--- config.mk ---
export PLATFORM = sky130hd
export DESIGN_NAME = tse_calc
export DESIGN_NICKNAME = d
export VERILOG_FILES = /design/src/rtl/tse_pkg.sv /design/src/rtl/tse_divider.sv /design/src/rtl/tse_seq.sv /design/src/rtl/tse_accum.sv /design/src/rtl/tse_calc.sv
export SDC_FILE = /design/constraint.sdc
export NUM_CORES = 1
export LEC_CHECK = 0
export BUFFER_PORTS_ARGS = -buffer_cell sky130_fd_sc_hd__buf_2
export CAP_MARGIN = 20
export CELL_PAD_IN_SITES_DETAIL_PLACEMENT = 1
export CELL_PAD_IN_SITES_GLOBAL_PLACEMENT = 2
export CORE_ASPECT_RATIO = 0.7
export CORE_UTILIZATION = 40
export CTS_CLUSTER_SIZE = 10
export DETAILED_ROUTE_END_ITERATION = 10
export HOLD_SLACK_MARGIN = 0.15
export PLACE_DENSITY_LB_ADDON = 0.1
export SLEW_MARGIN = 20
export SYNTH_ARGS = -nofsm -noshare
export SYNTH_HDL_FRONTEND = slang
export SYNTH_HIERARCHICAL = 1
export SYNTH_SLANG_ARGS = --single-unit
--- constraint.sdc ---
create_clock -name clk -period 8.4 [get_ports clk]
set_clock_uncertainty 0.15 [all_clocks]
set_input_delay 2.52 -clock clk [delete_from_list [all_inputs] [get_ports clk]]
set_output_delay 2.52 -clock clk [all_outputs]
set_load 0.01 [all_outputs]
--- src/rtl/tse_pkg.sv ---
package tse_pkg;

  typedef enum logic [2:0] {
    ST_IDLE,
    ST_READ,
    ST_LOAD,
    ST_DIV,
    ST_FS
  } tse_state_e;

endpackage

--- src/rtl/tse_divider.sv ---
module tse_divider #(
  parameter int N_W = 24,
  parameter int D_W = 12
) (
  input  logic           clk,
  input  logic           rst_n,
  input  logic           start,
  input  logic [N_W-1:0] dividend,
  input  logic [D_W-1:0] divisor,
  output logic           done,
  output logic [N_W-1:0] quotient
);

  localparam int CNT_W = $clog2(N_W + 1);
  localparam int PW    = N_W + D_W;

  logic             busy;
  logic [CNT_W-1:0] cnt;
  logic [D_W-1:0]   rem;
  logic [N_W-1:0]   quo;
  logic [N_W-1:0]   dvd_q;
  logic [D_W-1:0]   dsr_q;

  // one restoring step: shift in the next dividend bit, try to subtract
  logic [D_W:0] shifted;
  logic         fits;
  logic [D_W:0] rem_nxt;

  assign shifted  = {rem, quo[N_W-1]};
  assign fits     = shifted >= {1'b0, dsr_q};
  assign rem_nxt  = fits ? (shifted - {1'b0, dsr_q}) : shifted;
  assign quotient = quo;

  always_ff @(posedge clk or negedge rst_n) begin
    if (!rst_n) begin
      busy  <= 1'b0;
      done  <= 1'b0;
      cnt   <= '0;
      rem   <= '0;
      quo   <= '0;
      dvd_q <= '0;
      dsr_q <= '0;
    end else begin
      done <= 1'b0;
      if (start) begin
        busy  <= 1'b1;
        cnt   <= CNT_W'(N_W);
        rem   <= '0;
        quo   <= dividend;
        dvd_q <= dividend;
        dsr_q <= divisor;
      end else if (busy) begin
        rem <= rem_nxt[D_W-1:0];
        quo <= {quo[N_W-2:0], fits};
        cnt <= cnt - 1'b1;
        if (cnt == CNT_W'(1)) begin
          busy <= 1'b0;
          done <= 1'b1;
        end
      end
    end
  end

  // the partial remainder always stays below the divisor
  assert_rem_fits_R1 : assert property (@(posedge clk) disable iff (!rst_n)
    busy |-> rem_nxt[D_W] == 1'b0);

  // quotient times divisor plus remainder rebuilds the dividend
  assert_div_identity_R1 : assert property (@(posedge clk) disable iff (!rst_n)
    done |-> (PW'(quo) * PW'(dsr_q) + PW'(rem)) == PW'(dvd_q) && rem < dsr_q);

endmodule

--- src/rtl/tse_seq.sv ---
module tse_seq import tse_pkg::*; #(
  parameter int CODE_BITS = 4
) (
  input  logic                 clk,
  input  logic                 rst_n,
  input  logic                 start,
  input  logic                 ideal_zero,
  input  logic                 div_done,
  output logic                 load_cfg,
  output logic                 reject,
  output logic                 rd_en,
  output logic [CODE_BITS-1:0] rd_addr,
  output logic                 div_start,
  output logic                 div_sel_fs,
  output logic                 emit,
  output logic                 emit_first,
  output logic [CODE_BITS-1:0] emit_code,
  output logic                 finish
);

  localparam int LAST_CODE = 2 ** CODE_BITS - 2;

  tse_state_e           state, state_nxt;
  logic [CODE_BITS-1:0] code;
  logic                 last_code;

  assign last_code  = code == CODE_BITS'(LAST_CODE);
  assign rd_addr    = code;
  assign emit_code  = code;
  assign emit_first = code == '0;

  always_comb begin
    state_nxt  = state;
    load_cfg   = 1'b0;
    reject     = 1'b0;
    rd_en      = 1'b0;
    div_start  = 1'b0;
    div_sel_fs = 1'b0;
    emit       = 1'b0;
    finish     = 1'b0;
    unique case (state)
      ST_IDLE: begin
        if (start && ideal_zero) begin
          reject = 1'b1;
        end else if (start) begin
          load_cfg  = 1'b1;
          state_nxt = ST_READ;
        end
      end
      ST_READ: begin
        rd_en     = 1'b1;
        state_nxt = ST_LOAD;
      end
      ST_LOAD: begin
        div_start = 1'b1;
        state_nxt = ST_DIV;
      end
      ST_DIV: begin
        if (div_done) begin
          emit = 1'b1;
          if (last_code) begin
            // last result and the full-scale division share this cycle
            div_start  = 1'b1;
            div_sel_fs = 1'b1;
            state_nxt  = ST_FS;
          end else begin
            state_nxt = ST_READ;
          end
        end
      end
      ST_FS: begin
        if (div_done) begin
          finish    = 1'b1;
          state_nxt = ST_IDLE;
        end
      end
      default: state_nxt = ST_IDLE;
    endcase
  end

  always_ff @(posedge clk or negedge rst_n) begin
    if (!rst_n) begin
      state <= ST_IDLE;
      code  <= '0;
    end else begin
      state <= state_nxt;
      if (load_cfg) begin
        code <= '0;
      end else if (emit && !last_code) begin
        code <= code + 1'b1;
      end
    end
  end

  // a start is taken only when idle
  assert_start_idle_R10 : assert property (@(posedge clk) disable iff (!rst_n)
    (load_cfg || reject) |-> state == ST_IDLE);

  // reads never run past the last transition code
  assert_addr_range_R3 : assert property (@(posedge clk) disable iff (!rst_n)
    rd_en |-> rd_addr <= CODE_BITS'(LAST_CODE));

endmodule

--- src/rtl/tse_accum.sv ---
module tse_accum #(
  parameter int CODE_BITS = 4,
  parameter int RES_W     = 26
) (
  input  logic                    clk,
  input  logic                    rst_n,
  input  logic                    clear,
  input  logic                    emit,
  input  logic                    emit_first,
  input  logic [CODE_BITS-1:0]    emit_code,
  input  logic                    finish,
  input  logic signed [RES_W-1:0] quot,
  output logic                    res_valid,
  output logic [CODE_BITS-1:0]    res_code,
  output logic signed [RES_W-1:0] res_dnl,
  output logic signed [RES_W-1:0] res_inl,
  output logic signed [RES_W-1:0] offset_err,
  output logic signed [RES_W-1:0] fs_err,
  output logic signed [RES_W-1:0] gain_err,
  output logic                    done
);

  logic signed [RES_W-1:0] inl_acc;
  logic signed [RES_W-1:0] inl_nxt;

  assign inl_nxt = emit_first ? quot : inl_acc + quot;

  always_ff @(posedge clk or negedge rst_n) begin
    if (!rst_n) begin
      res_valid  <= 1'b0;
      res_code   <= '0;
      res_dnl    <= '0;
      res_inl    <= '0;
      inl_acc    <= '0;
      offset_err <= '0;
      fs_err     <= '0;
      gain_err   <= '0;
      done       <= 1'b0;
    end else begin
      res_valid <= emit;
      done      <= finish;
      if (clear) begin
        inl_acc    <= '0;
        offset_err <= '0;
        fs_err     <= '0;
        gain_err   <= '0;
      end
      if (emit) begin
        res_code <= emit_code;
        res_dnl  <= quot;
        res_inl  <= inl_nxt;
        inl_acc  <= inl_nxt;
        if (emit_first) offset_err <= quot;
      end
      if (finish) begin
        fs_err   <= quot;
        gain_err <= quot - offset_err;
      end
    end
  end

  // observation state for the checks below
  logic                    seen;
  logic signed [RES_W-1:0] prev_inl;
  logic [CODE_BITS-1:0]    prev_code;

  always_ff @(posedge clk or negedge rst_n) begin
    if (!rst_n) begin
      seen      <= 1'b0;
      prev_inl  <= '0;
      prev_code <= '0;
    end else if (clear) begin
      seen <= 1'b0;
    end else if (res_valid) begin
      seen      <= 1'b1;
      prev_inl  <= res_inl;
      prev_code <= res_code;
    end
  end

  assert_inl_first_R2 : assert property (@(posedge clk) disable iff (!rst_n)
    (res_valid && !seen) |-> res_inl == res_dnl);

  assert_inl_running_R2 : assert property (@(posedge clk) disable iff (!rst_n)
    (res_valid && seen) |-> res_inl == prev_inl + res_dnl);

  assert_code_order_R3 : assert property (@(posedge clk) disable iff (!rst_n)
    (res_valid && seen) |-> res_code == prev_code + 1'b1);

  assert_offset_first_R4 : assert property (@(posedge clk) disable iff (!rst_n)
    (res_valid && res_code == '0) |-> offset_err == res_dnl);

  assert_gain_diff_R6 : assert property (@(posedge clk) disable iff (!rst_n)
    done |-> gain_err == fs_err - offset_err);

  assert_done_pulse_R7 : assert property (@(posedge clk) disable iff (!rst_n)
    done |=> !done && !res_valid);

endmodule

--- src/rtl/tse_calc.sv ---
module tse_calc #(
  parameter int CODE_BITS = 4,
  parameter int TICK_W    = 12,
  parameter int FRAC      = 8,
  parameter int FS_W      = TICK_W + CODE_BITS,
  parameter int RES_W     = FS_W + FRAC + 2
) (
  input  logic                    clk,
  input  logic                    rst_n,
  input  logic                    start,
  input  logic [TICK_W-1:0]       ideal_ticks,
  input  logic [FS_W-1:0]         fs_ticks,
  output logic                    rd_en,
  output logic [CODE_BITS-1:0]    rd_addr,
  input  logic [TICK_W-1:0]       rd_data,
  output logic                    res_valid,
  output logic [CODE_BITS-1:0]    res_code,
  output logic signed [RES_W-1:0] res_dnl,
  output logic signed [RES_W-1:0] res_inl,
  output logic                    done,
  output logic                    err_zero,
  output logic signed [RES_W-1:0] offset_err,
  output logic signed [RES_W-1:0] fs_err,
  output logic signed [RES_W-1:0] gain_err
);

  localparam int MAG_W  = FS_W + FRAC;
  localparam int DIFF_W = FS_W + 2;

  // magnitude of a tick difference, scaled to the fixed-point grid
  function automatic logic [MAG_W-1:0] scaled_mag(input logic signed [DIFF_W-1:0] d);
    logic [DIFF_W-1:0] m;
    m = d[DIFF_W-1] ? -d : d;
    return {m[FS_W-1:0], {FRAC{1'b0}}};
  endfunction

  // unsigned quotient back to a signed result (truncation toward zero)
  function automatic logic signed [RES_W-1:0] apply_sign(input logic [MAG_W-1:0] q,
                                                         input logic neg);
    logic signed [RES_W-1:0] s;
    s = $signed({2'b00, q});
    return neg ? -s : s;
  endfunction

  logic                    load_cfg, reject;
  logic                    div_start, div_sel_fs, div_done;
  logic                    emit, emit_first, finish;
  logic [CODE_BITS-1:0]    emit_code;
  logic [TICK_W-1:0]       ideal_q;
  logic [FS_W-1:0]         fs_q;
  logic                    neg_q;
  logic [MAG_W-1:0]        quo;
  logic signed [DIFF_W-1:0] code_diff, fs_diff, sel_diff;
  logic [MAG_W-1:0]        div_dividend;
  logic signed [RES_W-1:0] quot_signed;

  assign code_diff = $signed({{(DIFF_W-TICK_W){1'b0}}, rd_data})
                   - $signed({{(DIFF_W-TICK_W){1'b0}}, ideal_q});
  assign fs_diff   = $signed({2'b00, fs_q})
                   - $signed({2'b00, ideal_q, {CODE_BITS{1'b0}}});
  assign sel_diff     = div_sel_fs ? fs_diff : code_diff;
  assign div_dividend = scaled_mag(sel_diff);
  assign quot_signed  = apply_sign(quo, neg_q);

  always_ff @(posedge clk or negedge rst_n) begin
    if (!rst_n) begin
      ideal_q  <= '0;
      fs_q     <= '0;
      neg_q    <= 1'b0;
      err_zero <= 1'b0;
    end else begin
      if (load_cfg) begin
        ideal_q  <= ideal_ticks;
        fs_q     <= fs_ticks;
        err_zero <= 1'b0;
      end
      if (reject) err_zero <= 1'b1;
      if (div_start) neg_q <= sel_diff[DIFF_W-1];
    end
  end

  tse_seq #(
    .CODE_BITS (CODE_BITS)
  ) u_seq (
    .clk        (clk),
    .rst_n      (rst_n),
    .start      (start),
    .ideal_zero (ideal_ticks == '0),
    .div_done   (div_done),
    .load_cfg   (load_cfg),
    .reject     (reject),
    .rd_en      (rd_en),
    .rd_addr    (rd_addr),
    .div_start  (div_start),
    .div_sel_fs (div_sel_fs),
    .emit       (emit),
    .emit_first (emit_first),
    .emit_code  (emit_code),
    .finish     (finish)
  );

  tse_divider #(
    .N_W (MAG_W),
    .D_W (TICK_W)
  ) u_div (
    .clk      (clk),
    .rst_n    (rst_n),
    .start    (div_start),
    .dividend (div_dividend),
    .divisor  (ideal_q),
    .done     (div_done),
    .quotient (quo)
  );

  tse_accum #(
    .CODE_BITS (CODE_BITS),
    .RES_W     (RES_W)
  ) u_acc (
    .clk        (clk),
    .rst_n      (rst_n),
    .clear      (load_cfg),
    .emit       (emit),
    .emit_first (emit_first),
    .emit_code  (emit_code),
    .finish     (finish),
    .quot       (quot_signed),
    .res_valid  (res_valid),
    .res_code   (res_code),
    .res_dnl    (res_dnl),
    .res_inl    (res_inl),
    .offset_err (offset_err),
    .fs_err     (fs_err),
    .gain_err   (gain_err),
    .done       (done)
  );

  // a refused run stays silent on every output strobe
  assert_zero_silent_R8 : assert property (@(posedge clk) disable iff (!rst_n)
    err_zero |-> !rd_en && !res_valid && !done);

  // a division is only ever launched against a non-zero divisor
  assert_div_nonzero_R8 : assert property (@(posedge clk) disable iff (!rst_n)
    (div_start && !load_cfg) |-> ideal_q != '0);

endmodule

==> results of run 1 <==
## layout make-up
cell class	instances	area, sq um
flip-flops and latches	254	6357
multi-input cells	1237	8551
clock buffers	40	859.6
well taps	518	648.1
inverters	107	401.6
clock inverters	1	5.005
repair buffers	212	1154
fillers	4352	19750
## flip-flops by register name, summed over array words and instances (netlist names), 3 cells and up
name	flops
u_acc/fs_err	26
u_acc/gain_err	26
u_acc/inl_acc	26
u_acc/offset_err	26
u_acc/res_dnl	26
u_acc/res_inl	26
u_div/quotient	24
fs_q	16
ideal_q	12
u_div/dsr_q	12
u_div/rem	12
u_div/cnt	5
u_acc/res_code	4
u_seq/emit_code	4
u_seq/state	3
## cell usage after synthesis, types with 5 or more instances
cell | instances | area, sq um
nand4_1 | 6 | 37.54
a22oi_1 | 6 | 45.04
or4_1 | 5 | 37.54
nor2_1 | 77 | 289.0
a22o_1 | 29 | 254.0
o31a_1 | 6 | 52.55
nand3b_1 | 8 | 60.06
nand2b_1 | 27 | 168.9
a31oi_1 | 11 | 68.82
dfrtp_1 | 254 | 6356
xnor2_1 | 63 | 551.8
o21a_1 | 11 | 82.58
o21ai_1 | 11 | 55.05
nor3b_1 | 6 | 45.04
o311ai_0 | 5 | 43.79
nor3_1 | 21 | 105.1
mux2_2 | 48 | 540.5
a21o_1 | 38 | 285.3
nand3_1 | 37 | 185.2
mux2i_1 | 30 | 300.3
clkbuf_1 | 55 | 206.5
nor2b_1 | 17 | 106.4
o21bai_1 | 9 | 67.56
a211oi_1 | 21 | 157.7
or3_1 | 12 | 75.07
a21boi_0 | 8 | 60.06
inv_1 | 106 | 397.9
xor2_1 | 27 | 236.5
o31ai_1 | 29 | 217.7
o21ai_0 | 139 | 695.7
and3_1 | 8 | 50.05
a311oi_1 | 5 | 43.79
ha_1 | 93 | 1164
a21oi_1 | 60 | 300.3
nor4_1 | 9 | 56.30
fa_1 | 5 | 100.1
o211ai_1 | 10 | 75.07
nand2_1 | 240 | 900.9
## per-layer routing
metal	routed length [um]	vias to the layer above
met5	0	-
met4	820	0
met3	2964	55
met2	20600	270
met1	26390	6701
li1	-	6256
## stage by stage
| stage | hold slack [ns] | instances | total power [mW] | util, % |
|---|---|---|---|---|
| final | 0.3237 | 2369 | 5.202 | 47.65 |
| after global routing | 0.3529 | 2369 | 5.552 | 47.65 |
| after CTS | 0.3321 | 2369 | 5.213 | 47.61 |
| after detailed placement | 0.3128 | 2328 | 3.963 | 45.32 |
| after global placement | 0.3109 | 2328 | 3.891 | 45.32 |
| after floorplan | 0.2999 | 1668 | 3.237 | - |
## logic make-up after synthesis
| kind of cell | after synthesis | share of synthesized area (%) |
|---|---|---|
| buffers and inverters | 177 | 4.568 |
| adders and majority gates | 98 | 8.138 |
| other | 1 | 0.02415 |
| and+or+nand+nor | 506 | 15.45 |
| AOI/OAI and AO/OA | 457 | 20.39 |
| xor gates and xnor gates | 90 | 5.076 |
| muxes | 78 | 5.415 |
| DFF | 254 | 40.93 |
## how the worst max path moves through the flow
| stage | startpoint | end | slack, ns | depth (start not counted) |
|---|---|---|---|---|
| floorplan | rd_data[0] | u_div/quotient[21] | 3.33 | 13 |
| global route | neg_q | u_acc/inl_acc[24] | 2.96 | 12 |
| CTS | rd_data[0] | u_div/quotient[23] | 3.28 | 14 |
| global placement | rd_data[0] | u_div/quotient[23] | 2.68 | 14 |
| detailed placement | rd_data[0] | u_div/quotient[23] | 2.69 | 14 |
| finish | rd_data[0] | u_div/quotient[16] | 3.19 | 13 |
## critical path, cell delays in order
cell,delay [ns]
buf_2,0.08
inv_1,0.03
ha_1,0.20
fa_1,0.41
nor2b_2,0.23
o311ai_2,0.16
a2111oi_0,0.63
nor3_1,0.25
a31oi_2,0.50
a21oi_1,0.11
xnor2_1,0.15
nand2_1,0.09
o21ai_0,0.09
## where the power goes
| part | internal (mW) | switching [mW] | total, mW |
|---|---|---|---|
| sequential | 1.45 | 0.178 | 1.63 |
| combinational | 0.963 | 1.39 | 2.36 |
| clock | 0.697 | 0.523 | 1.22 |
| total | 3.11 | 2.09 | 5.20 |
==> metrics.txt, run 1 <==
Resize count post-CTS=0; pin slew with the least headroom to its limit=1.162 ns; clock net sink count=254; post-layout min period=5.206 ns; CP max FO=8; initial antenna violation count=2; clk buf depth=3; Num CTS Buffers=30; Syn Area/Cell=9.349 sq um; root buffer cell=clkbuf_16; Routed WL=50.77 mm; leak pwr=8.611 nW; M1 GR Usage=39.44%; Async SR Flop Fraction=100.0%; Max H-tree Level=1; die area=0.03963 sq mm; maximum VDD drop=206.9 uV; Reg2Reg Launch Point=u_div/quotient[0]; antenna-violating nets left=0; clock insertion delay at the later pin of the skew report=0.58 ns; Post-Synthesis Cell Area=0.01553 sq mm; met3 usage=5.437%; sequential share of the synthesized area=40.93%; max-slew violations=0; status=finished, final reports clean; Ports=185; critical path class=in2reg; unrepaired setup endpoints after global routing=false; drt first pass iters=5; Vias per Instance=5.607; largest net degree at the start of global routing=137; Buffers on Ports=184; Area Overhead vs Synth=15.76%; FF+latch count, synth=254; post-placement worst setup slack=2.689 ns; wire length of the first global-routing pass=80.21 mm; relative slew slack=21.98%; dpl hpwl=37.41 mm; post-synth cell types=101; Worst Path Arrival=5.47 ns; Residual DRC=0; Final Hold Vio Count=0; cts-stage hold buffer count=0; Reg2Reg Depth=16; clk slew on worst S/H paths=0.06 ns; final setup TNS=0 ns; die height=166.9 um; Top Usage Layer GRT=met1; most frequent cells in the layout=dfrtp_1, nand2_1, buf_2; share of cells above drive strength 1=19.12%; Post-Layout Inst Area=0.01798 sq mm; Syn. warnings=6; WP data required=8.67 ns; GP Congestion=0.8509; max frequency=0.1921 GHz; max-cap viol count=0; Post-synth EDFFs=0; Power Density=289.4 mW/mm^2; vias in the first global route=13,840; Antenna Diode Count=0; post-route clock period utilization=61.98%; worst hold path type=reg2reg; Hold Path Sink=u_acc/gain_err[9]; Post-CTS Setup Bufs=0; CTS tree=done; vias=13,280; met2 global-route usage=36.98%; DRT iter0 DRCs=730; CP startpoint kind=primary input; commonest non-fill, non-tap cell in the layout=dfrtp_1; total grt overflow=0; Synth Instances=1,661; CP Capture Type=flip-flop; hold_sp=u_acc/gain_err[9]; Nets=1,983; setup violators final=0; r2r setup slk=3.24 ns; Initial Utilization=41.17%; main flop type after synthesis=dfrtp_1; row cnt=59; Die Wd=237.5 um; final worst slack=3.194 ns; core area=0.03772 sq mm; worst hold stages=2; Crit Reg-Reg Endpoint=u_acc/inl_acc[25]; GRT Total Usage=25.74%; Placed Area=0.01710 sq mm; Routed WL per cell=21.43 um
(Power assumes the default switching activity.)
==> run 2: changes to the inputs <==
--- a/config.mk
+++ b/config.mk
@@ -10,7 +10,7 @@
 export CELL_PAD_IN_SITES_DETAIL_PLACEMENT = 1
 export CELL_PAD_IN_SITES_GLOBAL_PLACEMENT = 2
 export CORE_ASPECT_RATIO = 0.7
-export CORE_UTILIZATION = 40
+export CORE_UTILIZATION = 37
 export CTS_CLUSTER_SIZE = 10
 export DETAILED_ROUTE_END_ITERATION = 10
 export HOLD_SLACK_MARGIN = 0.15
==> constraint.sdc (replaced) <==
create_clock -name clk -period 4.9 [get_ports clk]
set_clock_uncertainty 0.15 [all_clocks]
set_input_delay 1.47 -clock clk [delete_from_list [all_inputs] [get_ports clk]]
set_output_delay 1.47 -clock clk [all_outputs]
set_load 0.01 [all_outputs]
==> run 2 against run 1 <==
The flow now finishes with violations (DRC). Global-route usage shrank 1.2 points. Largest cell class unchanged. Die area grew 8.0%. Largest power group unchanged. Sequential share of layout area shrank 0.51 points. Clock power grew 66%. Highest routed layer unchanged.
==> metrics.txt, run 2 (synthesis gave the netlist of run 1 again) <==
CTS tree=done; Final Hold Vio Count=0; final setup TNS=0 ns; Routed WL per cell=21.36 um; violated checks=DRC; root buffer cell=clkbuf_16; drt first pass iters=8; Hold Path Sink=u_acc/fs_err[0]; GP Congestion=0.8661; row cnt=62; Max H-tree Level=1; Routed WL=51.76 mm; Initial Utilization=37.70%; status=finished, violations left; placed cells=2,380; Die Wd=246.9 um; CP max FO=6; Nets=2,009; setup violators final=0; critical path class=reg2reg; max frequency=0.2179 GHz; fill count=4,734; commonest non-fill, non-tap cell in the layout=dfrtp_1; leak pwr=8.735 nW; Residual DRC=22; Resize count post-CTS=0; Antenna Diode Count=0; Buffers on Ports=184; final total power=8.979 mW; largest net degree at the start of global routing=111; Vias per Instance=5.451; core area=0.04119 sq mm; vias in the first global route=13,540; Crit Reg-Reg Endpoint=u_acc/inl_acc[25]; relative slew slack=32.98%; critical path's slowest cell=or4_1; clk buf depth=3; post-route clock period utilization=93.66%; die area=0.04281 sq mm; Reg2Reg Depth=15; Core Util, Final=44.28%; CP Capture Type=flip-flop; Worst Path Arrival=4.89 ns; worst hold stages=2; Fin Hold WS=0.3246 ns; area of the multi-input gates=0.008559 sq mm; vias=13,210; r2r setup slk=0.31 ns; Placed Area=0.01737 sq mm; DRT iter0 DRCs=782; Num CTS Buffers=30; total grt overflow=0; wire length of the first global-routing pass=81.70 mm; clk slew on worst S/H paths=0.06 ns; crit path cell chain=or3_1 > or4_1 > or2_1 > o41ai_2 > xnor2_1 > ha_1 > a211oi_1 > o21bai_1 > a211oi_1 > o21ai_0 > a31o_2 > o211ai_1 > a22oi_1 > nor2b_1 > nand3_1; share of cells above drive strength 1=20.17%; Area Overhead vs Synth=17.47%; post-route non-filler standard cell count=2,423; FF+latch area=0.006357 sq mm; max-cap viol count=0; initial antenna violation count=1; most frequent cells in the layout=dfrtp_1, nand2_1, buf_2; post-layout min period=4.589 ns; worst hold path type=reg2reg; max-slew violations=0; Reg2Reg Launch Point=u_div/quotient[4]; die height=173.4 um; dpl hpwl=39.31 mm; CP startpoint kind=flip-flop; Power Density=492.2 mW/mm^2; Post-CTS Setup Bufs=0; final worst slack=0.3106 ns; WP data required=5.20 ns; CP dominant cell by count=a211oi_1; Ports=185; clock insertion delay at the later pin of the skew report=0.59 ns; hold_sp=u_acc/fs_err[0]; Post-Layout Inst Area=0.01824 sq mm; pin slew with the least headroom to its limit=0.9981 ns; unrepaired setup endpoints after global routing=false; antenna-violating nets left=0; maximum VDD drop=321.0 uV; GRT Total Usage=24.55%; post-placement worst setup slack=0.2395 ns; cts-stage hold buffer count=0; clock net sink count=254; Worst path max stage delay=0.54 ns
## run 2: area by class of cell
type	instances	area share [%]
clock buffers	41	4.506
clock inverters	2	0.1166
inverters	107	2.202
multi-input cells	1237	46.92
flip-flops and latches	254	34.85
well taps	544	3.731
repair buffers	238	7.669
## run 2: critical path: cells and delay by family (launching register included)
family | cells | cell delay (ns)
simple gates | 5 | 1.54
xor+xnor | 1 | 0.14
flops | 1 | 0.42
compound gates | 8 | 1.82
fa+ha+maj | 1 | 0.39
## run 2: layer usage
layer	wire (um)	vias to the layer above	global-route usage, %
met1	26680	6591	38.19
met5	0	-	0
met2	21140	271	35.10
met4	926	0	4.604
li1	-	6300	-
met3	3017	46	4.582
## run 2: how the worst max path moves through the flow
stage                            startpoint                 end  slack, ns  depth (start not counted)
after CTS                 u_div/quotient[4]   u_acc/inl_acc[25]       0.23                         15
after global routing      u_div/quotient[4]   u_acc/inl_acc[25]       0.02                         15
after floorplan           u_div/quotient[4]   u_acc/res_inl[25]       0.75                         15
final                     u_div/quotient[4]   u_acc/inl_acc[25]       0.31                         15
after detailed placement         rd_data[0]  u_div/quotient[23]       0.24                         14
after global placement           rd_data[0]  u_div/quotient[15]       0.25                         13
## run 2: power breakdown
part | switching [mW] | internal [mW] | total, mW
Clock | 0.884 | 1.15 | 2.03
Sequential | 0.303 | 2.48 | 2.79
Combinational | 2.43 | 1.74 | 4.16
Total | 3.61 | 5.37 | 8.98
